**src/rtl/i2c_slave_buf_pkg.sv**
```systemverilog
package i2c_slave_buf_pkg;
  typedef enum logic [2:0] {
    ST_IDLE,
    ST_ADDR,
    ST_AACK,
    ST_TX,
    ST_TACK,
    ST_RX,
    ST_RACK
  } eng_state_t;
endpackage

```
**src/rtl/i2c_slave_buf_sync.sv**
```systemverilog
module i2c_slave_buf_sync #(
  parameter int W      = 2,
  parameter int STAGES = 2
) (
  input  logic         clk,
  input  logic         rst,
  input  logic [W-1:0] d,
  output logic [W-1:0] q
);
  logic [W-1:0] chain [STAGES];

  genvar g;
  generate
    for (g = 0; g < STAGES; g++) begin : g_stage
      always_ff @(posedge clk) begin
        if (rst) chain[g] <= '1;
        else if (g == 0) chain[g] <= d;
        else chain[g] <= chain[(g == 0) ? 0 : g-1];
      end
    end
  endgenerate

  assign q = chain[STAGES-1];
endmodule

```
**src/rtl/i2c_slave_buf_engine.sv**
```systemverilog
module i2c_slave_buf_engine
  import i2c_slave_buf_pkg::*;
#(
  parameter int DW = 8
) (
  input  logic          clk,
  input  logic          rst,
  input  logic          en,
  input  logic          scl_s,
  input  logic          sda_s,
  input  logic [DW-2:0] own_addr,
  input  logic [DW-1:0] tx_byte,
  output logic          load_now,
  output logic          rx_done,
  output logic [DW-1:0] rx_byte,
  output logic          sda_oe
);
  localparam int CW = $clog2(DW);
  localparam logic [CW-1:0] LAST = CW'(DW-1);

  eng_state_t    state;
  logic [CW-1:0] bitcnt;
  logic [DW-1:0] sh;
  logic          phase, rw, scl_q, sda_q;
  logic          rise, fall, start_ev, stop_ev;

  assign rise     = scl_s & ~scl_q;
  assign fall     = ~scl_s & scl_q;
  assign start_ev = scl_s & scl_q & sda_q & ~sda_s;
  assign stop_ev  = scl_s & scl_q & ~sda_q & sda_s;

  always_comb begin
    load_now = 1'b0;
    if (en && !start_ev && !stop_ev && fall && phase)
      load_now = (state == ST_AACK && rw) || (state == ST_TACK);
  end

  always_ff @(posedge clk) begin
    if (rst) begin
      scl_q <= 1'b1;
      sda_q <= 1'b1;
    end else begin
      scl_q <= scl_s;
      sda_q <= sda_s;
    end
  end

  always_ff @(posedge clk) begin
    if (rst || !en) begin
      state   <= ST_IDLE;
      bitcnt  <= '0;
      sh      <= '0;
      phase   <= 1'b0;
      rw      <= 1'b0;
      sda_oe  <= 1'b0;
      rx_done <= 1'b0;
      rx_byte <= '0;
    end else begin
      rx_done <= 1'b0;
      if (start_ev) begin
        state  <= ST_ADDR;
        bitcnt <= '0;
        phase  <= 1'b0;
        sda_oe <= 1'b0;
      end else if (stop_ev) begin
        state  <= ST_IDLE;
        sda_oe <= 1'b0;
      end else if (load_now) begin
        sh     <= tx_byte;
        sda_oe <= ~tx_byte[DW-1];
        phase  <= 1'b0;
        bitcnt <= '0;
        state  <= ST_TX;
      end else begin
        case (state)
          ST_ADDR: if (rise) begin
            sh <= {sh[DW-2:0], sda_s};
            if (bitcnt == LAST) begin
              bitcnt <= '0;
              phase  <= 1'b0;
              rw     <= sda_s;
              state  <= (sh[DW-2:0] == own_addr) ? ST_AACK : ST_IDLE;
            end else bitcnt <= bitcnt + 1'b1;
          end
          ST_AACK, ST_RACK: if (fall) begin
            if (!phase) begin
              phase  <= 1'b1;
              sda_oe <= 1'b1;
            end else begin
              phase  <= 1'b0;
              sda_oe <= 1'b0;
              state  <= ST_RX;
            end
          end
          ST_TX: if (fall) begin
            if (bitcnt == LAST) begin
              sda_oe <= 1'b0;
              bitcnt <= '0;
              phase  <= 1'b0;
              state  <= ST_TACK;
            end else begin
              sh     <= {sh[DW-2:0], 1'b0};
              sda_oe <= ~sh[DW-2];
              bitcnt <= bitcnt + 1'b1;
            end
          end
          ST_TACK: if (rise && !phase) begin
            if (sda_s) state <= ST_IDLE;
            else phase <= 1'b1;
          end
          ST_RX: if (rise) begin
            sh <= {sh[DW-2:0], sda_s};
            if (bitcnt == LAST) begin
              bitcnt  <= '0;
              phase   <= 1'b0;
              rx_done <= 1'b1;
              rx_byte <= {sh[DW-2:0], sda_s};
              state   <= ST_RACK;
            end else bitcnt <= bitcnt + 1'b1;
          end
          default: ;
        endcase
      end
    end
  end

  // a disabled engine never pulls the line
  a_r10_quiet_when_off: assert property (@(posedge clk) disable iff (rst)
    !en |=> !sda_oe);

  // a NACK seen in the acknowledge slot leaves the line released and idle
  a_r5_nack_releases: assert property (@(posedge clk) disable iff (rst)
    (en && state == ST_TACK && rise && !phase && sda_s && !start_ev && !stop_ev)
    |=> (!sda_oe && state == ST_IDLE));

  // a STOP always leads to an idle, released slave
  a_r11_stop_idle: assert property (@(posedge clk) disable iff (rst)
    (en && stop_ev && !start_ev) |=> (state == ST_IDLE && !sda_oe));
endmodule

```
**src/rtl/i2c_slave_buf.sv**
```systemverilog
module i2c_slave_buf #(
  parameter int DW          = 8,
  parameter int SYNC_STAGES = 2
) (
  input  logic          clk,
  input  logic          rst,
  input  logic          en,
  input  logic [DW-2:0] own_addr,
  input  logic          cpu_tx_wr,
  input  logic [DW-1:0] cpu_tx_data,
  input  logic          cpu_rx_rd,
  output logic [DW-1:0] rx_data,
  output logic          tx_empty,
  output logic          rx_full,
  output logic          rx_ovf,
  input  logic          scl_i,
  input  logic          sda_i,
  output logic          sda_oe
);
  logic [1:0]    line_s;
  logic [DW-1:0] tx_hold;
  logic          load_now, rx_done, wr_ok, accept;
  logic [DW-1:0] rx_byte;

  i2c_slave_buf_sync #(.W(2), .STAGES(SYNC_STAGES)) u_sync (
    .clk(clk), .rst(rst), .d({scl_i, sda_i}), .q(line_s)
  );

  i2c_slave_buf_engine #(.DW(DW)) u_eng (
    .clk(clk), .rst(rst), .en(en),
    .scl_s(line_s[1]), .sda_s(line_s[0]),
    .own_addr(own_addr), .tx_byte(tx_hold),
    .load_now(load_now), .rx_done(rx_done), .rx_byte(rx_byte),
    .sda_oe(sda_oe)
  );

  assign wr_ok  = cpu_tx_wr & en;
  assign accept = rx_done & (~rx_full | cpu_rx_rd);

  always_ff @(posedge clk) begin
    if (rst) begin
      tx_hold  <= '1;
      tx_empty <= 1'b1;
    end else begin
      if (wr_ok) begin
        tx_hold  <= cpu_tx_data;
        tx_empty <= 1'b0;
      end else if (load_now) tx_empty <= 1'b1;
    end
  end

  always_ff @(posedge clk) begin
    if (rst) begin
      rx_data <= '0;
      rx_full <= 1'b0;
      rx_ovf  <= 1'b0;
    end else begin
      if (accept) begin
        rx_data <= rx_byte;
        rx_full <= 1'b1;
      end else if (cpu_rx_rd) rx_full <= 1'b0;
      if (cpu_rx_rd) rx_ovf <= 1'b0;
      else if (rx_done && rx_full) rx_ovf <= 1'b1;
    end
  end

  // moving the holding byte to the shifter marks it empty
  a_r2_load_sets_empty: assert property (@(posedge clk) disable iff (rst)
    (load_now && !wr_ok) |=> tx_empty);

  // a CPU write always leaves a pending byte
  a_r9_write_clears_empty: assert property (@(posedge clk) disable iff (rst)
    wr_ok |=> (!tx_empty && tx_hold == $past(cpu_tx_data)));

  // writes while disabled change nothing
  a_r10_write_ignored: assert property (@(posedge clk) disable iff (rst)
    (cpu_tx_wr && !en && !load_now) |=> ($stable(tx_hold) && $stable(tx_empty)));

  // a received byte in an empty register is stored and flagged
  a_r6_store_byte: assert property (@(posedge clk) disable iff (rst)
    (rx_done && !rx_full) |=> (rx_full && rx_data == $past(rx_byte)));

  // a CPU read with no new byte empties the register
  a_r7_read_clears: assert property (@(posedge clk) disable iff (rst)
    (cpu_rx_rd && !rx_done) |=> (!rx_full && !rx_ovf));

  // overrun keeps the old byte and raises the flag
  a_r8_overrun_keeps: assert property (@(posedge clk) disable iff (rst)
    (rx_done && rx_full && !cpu_rx_rd) |=> (rx_ovf && $stable(rx_data)));
endmodule

```
**config.mk**
```make
export PLATFORM = sky130hd
export DESIGN_NAME = i2c_slave_buf
export DESIGN_NICKNAME = d
export VERILOG_FILES = /design/src/rtl/i2c_slave_buf_pkg.sv /design/src/rtl/i2c_slave_buf_sync.sv /design/src/rtl/i2c_slave_buf_engine.sv /design/src/rtl/i2c_slave_buf.sv
export SDC_FILE = /design/constraint.sdc
export NUM_CORES = 1
export LEC_CHECK = 0
export BUFFER_PORTS_ARGS = -buffer_cell sky130_fd_sc_hd__buf_4
export CORE_ASPECT_RATIO = 0.8
export CORE_MARGIN = 1.5
export CORE_UTILIZATION = 39
export CTS_CLUSTER_SIZE = 20
export DETAILED_ROUTE_END_ITERATION = 8
export PLACE_DENSITY = 0.68
export SETUP_SLACK_MARGIN = 0.4
export SLEW_MARGIN = 30
export SYNTH_ARGS = -nofsm -noshare
export SYNTH_HDL_FRONTEND = slang
export SYNTH_SLANG_ARGS = --single-unit
```
**constraint.sdc**
```tcl
create_clock -name clk -period 1.8 [get_ports clk]
set_input_delay 0.09 -clock clk [delete_from_list [all_inputs] [get_ports clk]]
set_output_delay 0.09 -clock clk [all_outputs]
set_load 0.03 [all_outputs]
```
==> results.sh <==
export IMPL_dieArea_mm2=0.00659
export IMPL_clock_latency_ns=0.30
export IMPL_initial_utilization_pct=40.3
export IMPL_grt_overflow_total=0
export IMPL_clock_path_buffers=2
export IMPL_synth_top_flop_cell="dfxtp_1"
export IMPL_syn_area_mm2=0.00238
export IMPL_synthAdderAreaFrac_pct=1.05
export IMPL_antenna_found_initial=0
export IMPL_synth_cells=253
export IMPL_status="finished with violations"
export IMPL_yosys_mux_area_fraction_pct=11.4
export IMPL_min_path_cells=3
export IMPL_hold_class="input pin to register"
export IMPL_cp_data_arrival_time_ns=2.03
export IMPL_crit_path_start_kind="register"
export IMPL_cp_end_kind="register"
export IMPL_setup_violations_final=8
export IMPL_cts_root_buffer="clkbuf_8"
export IMPL_portBuffers=33
export IMPL_synth_simple_area_share_pct=21.2
export IMPL_grt_pass1_vias=1884
export IMPL_dp_slack_ns=0.00179
export IMPL_synth_top_family_by_area="simple AND/OR/NAND/NOR gates"
export IMPL_yosysWarnings=0
export IMPL_path_clk_slew_ns=0.08
export IMPL_fp_dieH_um=72.9
export IMPL_post_drt_wl_per_cell_um=15.6
export IMPL_max_cap_viol_count=0
export IMPL_fin_cells=391
export IMPL_die_w_um=90.4
export IMPL_path_class="register to register"
export IMPL_final_max_slew_viol_count=0
export IMPL_met2_length_mm=2.96
export IMPL_synth_compound_area_share_pct=16.8
export IMPL_rr_worst_depth=7
export IMPL_synth_top_area_cell="dfxtp_1"
export IMPL_grt_max_degree=28
export IMPL_via_per_inst=5.32
export IMPL_worstHoldStart="cpu_tx_data[6]"
export IMPL_numCtsBuffers=5
export IMPL_grt_pass1_wl_mm=9.48
export IMPL_highest_layer="met4"
export IMPL_async_flop_share_pct=0
export IMPL_max_slew_margin_pct=55.1
export IMPL_synth_area_leaders="dfxtp_1 42%, mux2i_1 11%, a21oi_1 4.2%"
export IMPL_fin_ws_ns=-0.0395
export IMPL_cts_max_level=2
export IMPL_r2r_start="u_eng.state[2]"
export IMPL_synth_common_cells="50 x dfxtp_1, 25 x mux2i_1, 25 x nor2_1"
export IMPL_fmax_mhz=544
export IMPL_min_period_ns=1.84
export IMPL_ys_ff_latch=50
export IMPL_synth_avg_cell_area_um2=9.42
export IMPL_gp_congestion=0.935
export IMPL_routed_via_count=2082
export IMPL_drt_initial_drc_count=102
export IMPL_drt_wl_total_mm=6.10
export IMPL_worst_ep_required_time_ns=1.99
export IMPL_synth_nets=277
export IMPL_coreArea_mm2=0.00591
export IMPL_vdd_ir_drop_worst_mv=0.369
export IMPL_dp_cells=365
export IMPL_drt_met1_wl_mm=2.85
export IMPL_min_to="tx_hold[6]"
export IMPL_reg2reg_to="u_eng.bitcnt[2]"
export IMPL_violations="negative setup slack"
export IMPL_place_hpwl_mm=3.83
export IMPL_syn_to_final_growth_pct=41.0
export IMPL_finalClockSkew_ns=0.00435
export IMPL_nNetsFinal=334
export IMPL_reg2reg_slack_ns=-0.04
export IMPL_p_total_w=0.00208
export IMPL_crit_fanout=8
export IMPL_ys_types=50
export IMPL_hold_viol=0
export IMPL_diodes=0
export IMPL_yosysSeqAreaShare_pct=42.0
export IMPL_dr_pass1_iters=4
export IMPL_grt_total_usage_pct=18.2
export IMPL_powerDensity_mw_per_mm2=620
export IMPL_synth_edf_count=0
export IMPL_io_pins=34
export IMPL_final_antenna_net_count=0
export IMPL_synth_most_common_cell="dfxtp_1"
export IMPL_drive_above_1_share_pct=40.3
export IMPL_synth_top_area_share_pct=42.0
export IMPL_cts_sinks=50
export IMPL_rsz0062_at_grt="true"
export IMPL_drc=0
export IMPL_cts_tree="built"
export IMPL_worst_pin_slew_ns=0.674
export IMPL_rows=25
export IMPL_wl_met3_um=247
export IMPL_power_leakage_nw=1.43
export IMPL_synth_xor_area_share_pct=2.94
export IMPL_period_share_pct=102
-- per-layer routing --
layer	global-route usage, %	vias up
li1	-	1024
met1	24.8	998
met2	29.9	53
met3	3.44	7
met4	5.11	0
met5	0	-
-- worst max-delay path, cell delays in order, from the launching register on --
cell      delay [ns]
dfxtp_4         0.35
nand3b_1        0.19
a211o_1         0.37
buf_4           0.16
buf_8           0.14
a221o_1         0.37
nand2_1         0.10
a21oi_2         0.05
-- state kept, by name, summed over array words and instances, names as in the netlist, 3 cells and up --
register,cells
rx_data,8
tx_hold,8
u_eng.bitcnt,3
u_eng.rx_byte,8
u_eng.sh,7
u_eng.state,3
u_sync.chain,4
-- metrics by stage --
stage | utilization, % | hold slack [ns] | cell area [um^2] | TNS [ns]
2_1_floorplan | - | 0.167 | 2450 | 0
3_3_place_gp | 47.4 | 0.276 | 2800 | 0
3_5_place_dp | 47.4 | 0.283 | 2800 | 0
4_1_cts | 54.3 | 0.101 | 3210 | -0.00381
5_1_grt | 56.8 | 0.0916 | 3360 | -0.675
6_report | 56.8 | 0.107 | 3360 | -0.197
-- power by group --
group	leakage, nW	internal, W	switching [W]
clock network	0.0573	0.000445	0.000351
registers	0.409	0.00112	0.0000145
logic	0.963	0.0000758	0.0000749
-- worst max path at each step --
stage              startpoint               to  slack (ns)
6_report       u_eng.state[2]  u_eng.bitcnt[2]       -0.04
5_1_grt        u_eng.state[2]      u_eng.sh[1]       -0.08
4_1_cts        u_eng.state[2]      u_eng.sh[0]      -0.004
3_5_place_dp   u_eng.state[2]      u_eng.sh[0]       0.002
3_3_place_gp   u_eng.state[2]      u_eng.sh[3]        0.10
2_1_floorplan  u_eng.state[2]  u_eng.bitcnt[2]        0.06
-- repair_timing --
action	CTS	global route
buffers inserted	12	2
resized for setup	36	27
pin swaps	25	20
endpoints found under the setup margin	24	26
cloned	2	0
hold buffers	3	0
endpoints found under the hold margin	3	0
-- placed cells by master (no fill, tap or decap), drive strengths merged, types with 2 or more instances in the layout --
| cell type | n |
|---|---|
| mux2 | 2 |
| xor2 | 8 |
| a311oi | 8 |
| nand4b | 2 |
| inv | 3 |
| nor2 | 25 |
| nand2 | 16 |
| mux2i | 25 |
| dlygate4sd3 | 3 |
| dfxtp | 50 |
| or2 | 7 |
| and3b | 2 |
| buf | 65 |
| nor3 | 3 |
| nor3b | 2 |
| a211o | 9 |
| clkbuf | 6 |
| nand2b | 6 |
| a211oi | 2 |
| nand3b | 5 |
| nand3 | 6 |
| a21oi | 20 |
| o21ai | 5 |
| and3 | 9 |
| ha | 2 |
| and2b | 2 |
-- area by class of cell --
class	instances	area (um^2)
Fill cell	486	2550
Multi-Input combinational cell	182	1510
Sequential cell	50	1020
Timing Repair Buffer	68	611
Tap cell	81	101
Clock buffer	6	82.6
Clock inverter	1	30.0
Inverter	3	11.3
-- cell families (layout without fill, tap and decap cells) --
kind of cell               after synthesis  count (layout)
and+or+nand+nor                         90              90
AOI/OAI and AO/OA                       55              55
DFF                                     50              50
xor gates and xnor gates                 8               8
muxes                                   27              27
adders and majority gates                2               2
buffers and inverters                   21              78
Note: power is estimated with default switching activity, not from simulation.
